===== config.mk =====
export PLATFORM = sky130hd
export DESIGN_NAME = tone_param_est
export DESIGN_NICKNAME = d
export VERILOG_FILES = /design/src/rtl/tone_est_pkg.sv /design/src/rtl/tone_bin_sorter.sv /design/src/rtl/tone_bin_acc.sv /design/src/rtl/tone_param_quant.sv /design/src/rtl/tone_param_est.sv
export SDC_FILE = /design/constraint.sdc
export NUM_CORES = 1
export LEC_CHECK = 0
export BUFFER_PORTS_ARGS = -buffer_cell sky130_fd_sc_hd__buf_2
export CORE_MARGIN = 1.5
export CORE_UTILIZATION = 40
export DETAILED_ROUTE_END_ITERATION = 10
export GPL_ROUTABILITY_DRIVEN = 0
export GPL_TIMING_DRIVEN = 1
export SLEW_MARGIN = 20
export SYNTH_ARGS = -nofsm -noshare
export SYNTH_HDL_FRONTEND = slang
export SYNTH_SLANG_ARGS = --single-unit

===== constraint.sdc =====
create_clock -name clk_i -period 10.35 [get_ports clk_i]
set_clock_uncertainty 0.2 [all_clocks]
set_input_delay 2.5875 -clock clk_i [delete_from_list [all_inputs] [get_ports clk_i]]
set_output_delay 2.5875 -clock clk_i [all_outputs]
set_load 0.02 [all_outputs]

===== src/rtl/tone_est_pkg.sv =====
package tone_est_pkg;
  localparam int NUM_BINS = 3;
  localparam int BIN_DARK = 0;
  localparam int BIN_MID  = 1;
  localparam int BIN_BRT  = 2;

  typedef enum logic [1:0] {
    ST_IDLE  = 2'd0,
    ST_SWEEP = 2'd1,
    ST_QUANT = 2'd2
  } est_state_e;
endpackage


===== src/rtl/tone_bin_sorter.sv =====
module tone_bin_sorter import tone_est_pkg::*; #(
  parameter int Y_W = 8
) (
  input  logic [Y_W-1:0]      stretch_i,
  output logic [NUM_BINS-1:0] hit_o
);
  localparam int FULL  = (1 << Y_W) - 1;
  localparam int LO_TH = FULL / 3;
  localparam int HI_TH = (2 * FULL) / 3;

  always_comb begin
    hit_o           = '0;
    hit_o[BIN_DARK] = (32'(stretch_i) <= LO_TH);
    hit_o[BIN_BRT]  = (32'(stretch_i) >= HI_TH);
    hit_o[BIN_MID]  = !hit_o[BIN_DARK] && !hit_o[BIN_BRT];
  end
endmodule


===== src/rtl/tone_bin_acc.sv =====
module tone_bin_acc import tone_est_pkg::*; #(
  parameter int ACC_W = 19
) (
  input  logic                           clk_i,
  input  logic                           rst_ni,
  input  logic                           clr_i,
  input  logic                           en_i,
  input  logic [NUM_BINS-1:0]            hit_i,
  input  logic [ACC_W-1:0]               cnt_i,
  output logic [NUM_BINS-1:0][ACC_W-1:0] sum_o
);
  for (genvar b = 0; b < NUM_BINS; b++) begin : g_bin
    always_ff @(posedge clk_i or negedge rst_ni) begin
      if (!rst_ni)                 sum_o[b] <= '0;
      else if (clr_i)              sum_o[b] <= '0;
      else if (en_i && hit_i[b])   sum_o[b] <= sum_o[b] + cnt_i;
    end
  end
endmodule


===== src/rtl/tone_param_quant.sv =====
module tone_param_quant import tone_est_pkg::*; #(
  parameter int ACC_W  = 19,
  parameter int KEEP_W = 8
) (
  input  logic [ACC_W-1:0]               npix_i,
  input  logic [NUM_BINS-1:0][ACC_W-1:0] sum_i,
  output logic [NUM_BINS-1:0][1:0]       par_o
);
  localparam int DROP = ACC_W - KEEP_W;

  logic [KEEP_W-1:0] th_q1, th_h, th_q3;

  always_comb begin
    th_q1 = KEEP_W'((npix_i >> 2) >> DROP);
    th_h  = KEEP_W'((npix_i >> 1) >> DROP);
    th_q3 = KEEP_W'(((npix_i >> 1) + (npix_i >> 2)) >> DROP);
  end

  for (genvar b = 0; b < NUM_BINS; b++) begin : g_q
    logic [KEEP_W-1:0] kept;
    always_comb begin
      kept = KEEP_W'(sum_i[b] >> DROP);
      if (kept > th_q3)       par_o[b] = 2'b00;
      else if (kept > th_h)   par_o[b] = 2'b01;
      else if (kept >= th_q1) par_o[b] = 2'b10;
      else                    par_o[b] = 2'b11;
    end
  end
endmodule


===== src/rtl/tone_param_est.sv =====
module tone_param_est import tone_est_pkg::*; #(
  parameter int Y_W      = 8,
  parameter int ACC_W    = 19,
  parameter int KEEP_W   = 8,
  parameter int NUM_SETS = 2,
  localparam int SEL_W   = (NUM_SETS > 1) ? $clog2(NUM_SETS) : 1
) (
  input  logic             clk_i,
  input  logic             rst_ni,
  input  logic             start_i,
  input  logic [SEL_W-1:0] bank_i,
  input  logic [Y_W-1:0]   ymin_i,
  input  logic [Y_W-1:0]   ymax_i,
  input  logic [ACC_W-1:0] npix_i,
  output logic [Y_W-1:0]   code_o,
  output logic [SEL_W-1:0] bank_o,
  input  logic [ACC_W-1:0] hist_cnt_i,
  input  logic [Y_W-1:0]   stretch_i,
  output logic             busy_o,
  output logic             done_o,
  input  logic [SEL_W-1:0] sel_i,
  output logic [1:0]       mdark_o,
  output logic [1:0]       lobe_o,
  output logic [1:0]       mbright_o
);
  est_state_e       state_q;
  logic [Y_W-1:0]   code_q, ymax_q;
  logic [SEL_W-1:0] bank_q;
  logic [ACC_W-1:0] npix_q;
  logic             done_q;
  logic             take;

  logic [NUM_BINS-1:0]            hit;
  logic [NUM_BINS-1:0][ACC_W-1:0] sums;
  logic [NUM_BINS-1:0][1:0]       par_new;
  logic [NUM_BINS-1:0][1:0]       par_q [NUM_SETS];

  assign take = (state_q == ST_IDLE) && start_i;

  always_ff @(posedge clk_i or negedge rst_ni) begin
    if (!rst_ni) begin
      state_q <= ST_IDLE;
      code_q  <= '0;
      ymax_q  <= '0;
      bank_q  <= '0;
      npix_q  <= '0;
      done_q  <= 1'b0;
    end else begin
      done_q <= 1'b0;
      unique case (state_q)
        ST_IDLE: if (start_i) begin
          state_q <= ST_SWEEP;
          code_q  <= ymin_i;
          ymax_q  <= ymax_i;
          bank_q  <= bank_i;
          npix_q  <= npix_i;
        end
        ST_SWEEP: begin
          if (code_q == ymax_q) state_q <= ST_QUANT;
          else                  code_q  <= code_q + 1'b1;
        end
        ST_QUANT: begin
          state_q <= ST_IDLE;
          done_q  <= 1'b1;
        end
        default: state_q <= ST_IDLE;
      endcase
    end
  end

  tone_bin_sorter #(.Y_W(Y_W)) u_sort (
    .stretch_i (stretch_i),
    .hit_o     (hit)
  );

  tone_bin_acc #(.ACC_W(ACC_W)) u_acc (
    .clk_i  (clk_i),
    .rst_ni (rst_ni),
    .clr_i  (take),
    .en_i   (state_q == ST_SWEEP),
    .hit_i  (hit),
    .cnt_i  (hist_cnt_i),
    .sum_o  (sums)
  );

  tone_param_quant #(.ACC_W(ACC_W), .KEEP_W(KEEP_W)) u_quant (
    .npix_i (npix_q),
    .sum_i  (sums),
    .par_o  (par_new)
  );

  for (genvar s = 0; s < NUM_SETS; s++) begin : g_set
    always_ff @(posedge clk_i or negedge rst_ni) begin
      if (!rst_ni)
        par_q[s] <= '0;
      else if (state_q == ST_QUANT && bank_q == SEL_W'(s))
        par_q[s] <= par_new;
    end
  end

  assign code_o    = code_q;
  assign bank_o    = bank_q;
  assign busy_o    = (state_q != ST_IDLE);
  assign done_o    = done_q;
  assign mdark_o   = par_q[sel_i][BIN_DARK];
  assign lobe_o    = par_q[sel_i][BIN_MID];
  assign mbright_o = par_q[sel_i][BIN_BRT];
endmodule


Word level (Yosys, flattened, before mapping)
Cells that the tools add are included.
{"block": "word_totals", "reg_bits": 108, "latchBits": 0, "mem_bits_rw": 0, "rom_bits": 0, "in_bits": 67, "output_inout_bits": 17, "mem_count": 0}
{"block": "classes", "n_addsub": 5, "multipliers": 0, "div_mod_pow": 0, "magnitude_cmp": 12, "eq_ne": 6, "shifts": 0, "muxes": 25, "bitwise_logic": 2, "reduce_logical": 18}
{"cell": "19-bit 2-to-1 mux", "count": 6}
{"cell": "19-bit adder", "count": 3}
{"cell": "8-bit by 6-bit >= comparator with 1-bit output", "count": 3}
{"cell": "8-bit by 7-bit greater-than comparator with 1-bit output", "count": 3}
{"cell": "8-bit greater-than comparator", "count": 3}
{"cell": "18-bit by 17-bit adder with 19-bit output", "count": 1}
{"cell": "6-bit 2-to-1 mux", "count": 3}
{"cell": "2-bit 2-to-1 mux", "count": 8}
{"cell": "8-bit 2-to-1 mux", "count": 2}
{"cell": "8-bit case mux with 2 select lines", "count": 1}
{"cell": "2-bit nonzero test", "count": 5}
{"cell": "8-bit by 1-bit adder with 8-bit output, second input constant", "count": 1}
{"cell": "8-bit == test", "count": 1}
{"cell": "8-bit >= comparator, second input constant", "count": 1}
{"cell": "8-bit by 7-bit less-or-equal comparator with 1-bit output, second input constant", "count": 1}
{"cell": "1-bit logical AND", "count": 7}
{"cell": "2-bit inequality test, second input constant", "count": 3}
{"cell": "1-bit 2-to-1 mux", "count": 4}
{"cell": "2-bit case mux with 2 select lines", "count": 1}
{"cell": "2-bit AND reduction", "count": 2}
{"cell": "3-bit AND reduction", "count": 1}
{"cell": "2-bit by 1-bit == test with 1-bit output, second input constant", "count": 1}
{"cell": "2-bit == test, second input constant", "count": 1}
{"cell": "2-bit >= comparator, second input constant", "count": 1}
{"cell": "other kinds (4)", "count": 5}

Logic depth before layout (Yosys ltp)
{"block": "logic_depth", "ltp_word": 6, "ltp_mapped": 17}

Hierarchy
A second synthesis with hierarchy kept.
{"block": "unflattened", "hier_cells": 1089, "hier_area_um2": 9421.5}
{"module": "tone_bin_acc", "n_inst": 1, "cells_each": 546, "area_per_inst_um2": 4724.5}
{"module": "tone_param_quant", "n_inst": 1, "cells_each": 304, "area_per_inst_um2": 2368.5}
{"module": "tone_param_est", "n_inst": 1, "cells_each": 230, "area_per_inst_um2": 2270.9}
{"module": "tone_bin_sorter", "n_inst": 1, "cells_each": 9, "area_per_inst_um2": 57.6}

Least setup slack after synthesis
No wires, ideal clock.
{"block": "synth_timing", "path_type": "input-to-output", "startpoint": "in sel_i", "endpoint": "out lobe_o[0]", "t_arrival_ns": 3.216, "t_required_ns": 7.562, "setup_slack_ns": 4.346, "cell_stages": 2, "n_path_buf": 1, "cell_sequence": "clkbuf_1 mux2_2"}
{"block": "synth_between", "elab_chain_len": 4}
{"element": "from (decl)", "line": "tone_param_est.sv:21", "rtl": "input logic [SEL_W-1:0] sel_i,"}
{"element": "1-bit inverter with 2-bit output (not written as such)", "line": "tone_param_est.sv:106", "rtl": "assign lobe_o = par_q[sel_i][BIN_MID];"}
{"element": "6-bit 2-to-1 mux (3 in a row)"}
{"element": "to (decl)", "line": "tone_param_est.sv:23", "rtl": "output logic [1:0] lobe_o,"}
Every way passes these cells. The select of a mux whose other input is x is not followed.

Worst setup path in the final report
{"block": "layout_timing", "startpoint": "in sel_i", "endpoint": "out mbright_o[1]"}
{"block": "layout_between", "elab_chain_len": 4}
{"element": "1-bit inverter with 2-bit output (not written as such)", "line": "tone_param_est.sv:107", "rtl": "assign mbright_o = par_q[sel_i][BIN_BRT];"}
{"element": "6-bit 2-to-1 mux (not written as such) (3 in a row)", "line": "tone_param_est.sv:107"}
{"element": "to (decl)", "line": "tone_param_est.sv:24", "rtl": "output logic [1:0] mbright_o"}
Every way passes these cells. The select of a mux whose other input is x is not followed.

==> results.py <==
metrics = {
    "die": {
        "num_io_pins": 84,
        "fp-row-count": 55,
        "die_area_um2": 23700,
        "die_h_um": 154,
        "initial_core_util_pct": 40.5,
        "design.core.area_um2": 22500,
        "chipWidth_um": 154,
    },
    "timing": {
        "setup_viol": 0,
        "worst_slew_pin_slew_ns": 0.908,
        "min_period_over_period_pct": 58.8,
        "slew_violations": 0,
        "rsz0062_at_grt": "no",
        "timing.final.crit_period_ns": 6.09,
        "hold_viol_final": 0,
        "fmax_ghz": 0.164,
        "timing.setup.tns_ns": 0,
        "maxSlewHeadroom_pct": 39.5,
    },
    "critical_path": {
        "r2r-start": "npix_q[12]",
        "worstPathCellList": "buf_2, mux2_2, buf_2",
        "slowest_delay_ns": 0.37,
        "cp_max_fo": 6,
        "cp-startpoint": "sel_i",
        "end_kind": "output port",
        "slowest_stage": "mux2_2",
        "required_ns": 7.56,
        "worstPathArrival_ns": 3.30,
        "path_common_cell": "buf_2",
        "worstSetupPathType": "primary input to output port",
        "crit_path_start_kind": "primary input",
    },
    "drt": {
        "drc_errors": 0,
        "viasPerCell": 5.52,
        "wl_per_cell_um": 16.1,
        "wl_um": 22800,
        "vias": 7848,
        "antenna_left": 0,
        "drt_iter0_drc": 389,
        "drtPass1Iterations": 5,
    },
    "synth": {
        "synth_commonest_cells": "nand2_1 (143), ha_1 (124), dfrtp_1 (107)",
        "synth_top_family_by_area": "compound AO/OA/AOI/OAI gates",
        "synth_fa_ha_area_share_pct": 17.7,
        "synth_top_cell_by_area": "dfrtp_1",
        "synth-compound-area-share_pct": 23.8,
        "synthTopCellsByArea": "dfrtp_1 (29%), ha_1 (17%), nand2_1 (5.9%)",
        "synth-simple-area-share_pct": 19.6,
        "syn_nets": 1260,
        "synth-edff-count": 0,
        "synth_seq_cells": 107,
        "synth_xor_area_share_pct": 5.31,
        "ys_types": 76,
        "synthArstFlopShare_pct": 100,
        "synth_top_area_share_pct": 29.4,
        "yosysWarnings": 0,
        "synthFlopType": "dfrtp_1",
        "netlist_area_um2": 9110,
        "avgSynthCellArea_um2": 8.55,
        "yosysSeqAreaShare_pct": 29.4,
        "synthCells": 1066,
        "synth_most_common_cell": "nand2_1",
        "muxShareOfSynthArea_pct": 1.07,
    },
    "cells_and_area": {
        "n_antenna_cell": 0,
        "fin_cells": 1421,
        "area_growth_pct": 11.1,
        "final_nets": 1325,
        "drive_above_1_share_pct": 11.8,
    },
    "clock_tree": {
        "cts_sinks": 107,
        "clk_latency_ns": 0.35,
        "cts_buffer_depth": 2,
        "htreeDepth": 3,
        "cts-resized-gates": 0,
        "path_clk_slew_ns": 0.07,
        "hold_buffers": 0,
        "cts_inserted_buffers": 9,
        "cts_tree": "built",
        "postCtsSetupRepairBufs": 0,
        "cts_root_buffer": "clkbuf_16",
    },
    "placed_design": {
        "hpwl_um": 17100,
        "placed_cells_incl_taps": 1405,
        "io_buffer_count": 81,
    },
    "worst_hold_path": {
        "min_path_type": "register to register",
        "min_from": "npix_q[1]",
    },
    "status": {
        "outcome": "complete, no violations",
    },
    "global_routing": {
        "grt_usage_pct": 19.9,
        "grt_pass1_vias": 7425,
        "grt_pass1_wl_um": 37700,
        "grt_max_degree": 73,
        "antenna_found_initial": 0,
        "overflow": 0,
    },
    "power_and_ir_drop": {
        "p_leak_nw": 4.91,
        "power_density_nw_per_um2": 353,
        "ir_worst_vdd_v": 0.000137,
    },
    "flow_run": {
        "drv_cap": 0,
    },
}
==> stage by stage <==
stage | cell area, um^2 | setup WS (ns) | utilization (%) | total power, mW | hold slack (ns)
finish | 10100 | 4.26 | 45.0 | 3.58 | 0.278
global route | 10100 | 4.22 | 45.0 | 3.95 | 0.312
detailed placement | 9800 | 4.26 | 43.6 | 3.19 | 0.267
global placement | 9800 | 4.25 | 43.6 | 3.14 | 0.271
CTS | 10100 | 4.26 | 45.0 | 3.59 | 0.285
floorplan | 9110 | 4.35 | - | 2.63 | 0.246
==> worst max-delay path: cells and delay by family <==
family,cells,cell delay (ns)
buffers and inverters,2,0.33
multiplexers,1,0.37
==> kinds of logic (layout without fill, tap and decap cells) <==
| family | count (synthesis) | after routing |
|---|---|---|
| XOR/XNOR | 50 | 50 |
| AND/OR/NAND/NOR | 381 | 381 |
| AO/OA/AOI/OAI | 316 | 316 |
| flip-flops | 107 | 107 |
| adder cells (fa/ha/maj) | 127 | 127 |
| buffers and inverters | 76 | 146 |
| multiplexers | 9 | 9 |
==> report_power, final <==
group	internal [mW]	switching [mW]	total (mW)
Combinational	1.02	1.37	2.39
Clock	0.215	0.168	0.382
Sequential	0.599	0.206	0.805
Total	1.84	1.74	3.58
==> state kept, by name, indices dropped and copies added (netlist names) <==
name         flops
par_q           12
ymax_q           8
code_o           8
u_acc.sum_o     57
bank_o           1
npix_q          18
done_o           1
state_q          2
==> area by class of cell <==
class,count,area [um^2]
clock inverters,5,86.3
well taps,285,357
repair buffers,88,460
multi-input cells,883,6150
fillers,2233,12400
flip-flops and latches,107,2680
inverters,42,158
clock buffers,11,233
==> routing by layer <==
| layer | vias to the layer above | global-route usage, % | wire length [um] |
|---|---|---|---|
| li1 | 4033 | - | - |
| met1 | 3694 | 26.3 | 11000 |
| met2 | 104 | 34.5 | 11100 |
| met4 | 0 | 4.58 | 320 |
| met3 | 17 | 2.42 | 473 |
| met5 | - | 0 | 0 |
==> layout by cell type, fill, tap and decap left out, types with 4 or more instances in the layout <==
cell	instances
o31ai_1	19
a21o_1	38
a31oi_1	7
inv_1	42
o21ai_1	9
nor3_1	25
a21oi_1	58
o211ai_1	4
mux2_2	6
or2_2	4
dfrtp_1	107
and2_1	4
or3_1	11
ha_1	124
xor2_1	28
nand4_1	6
nand2b_1	19
nand3_1	69
nand2_1	142
xnor2_1	19
clkbuf_16	9
buf_4	8
a211oi_2	4
o21ai_0	80
buf_2	80
a211oi_1	13
nor2b_1	20
o41ai_1	5
o22ai_1	4
nor4_1	4
o21a_1	25
nor2_1	55
and3_1	10
==> path summary, 6_finish.rpt <==
| kind | endpoint | slack (ns) | depth (start not counted) |
|---|---|---|---|
| setup / recovery | mbright_o[1] | 4.26 | 3 |
| hold / removal | npix_q[1] | 0.28 | 2 |
| setup reg to reg | par_q[0] | 5.51 | 16 |
| hold reg to reg | npix_q[1] | 0.28 | 2 |
| max in group asynchronous | u_acc.sum_o[4] | 6.70 | 2 |
| min in group asynchronous | npix_q[4] | 2.16 | 1 |
Power figures use the tool's default switching activity.
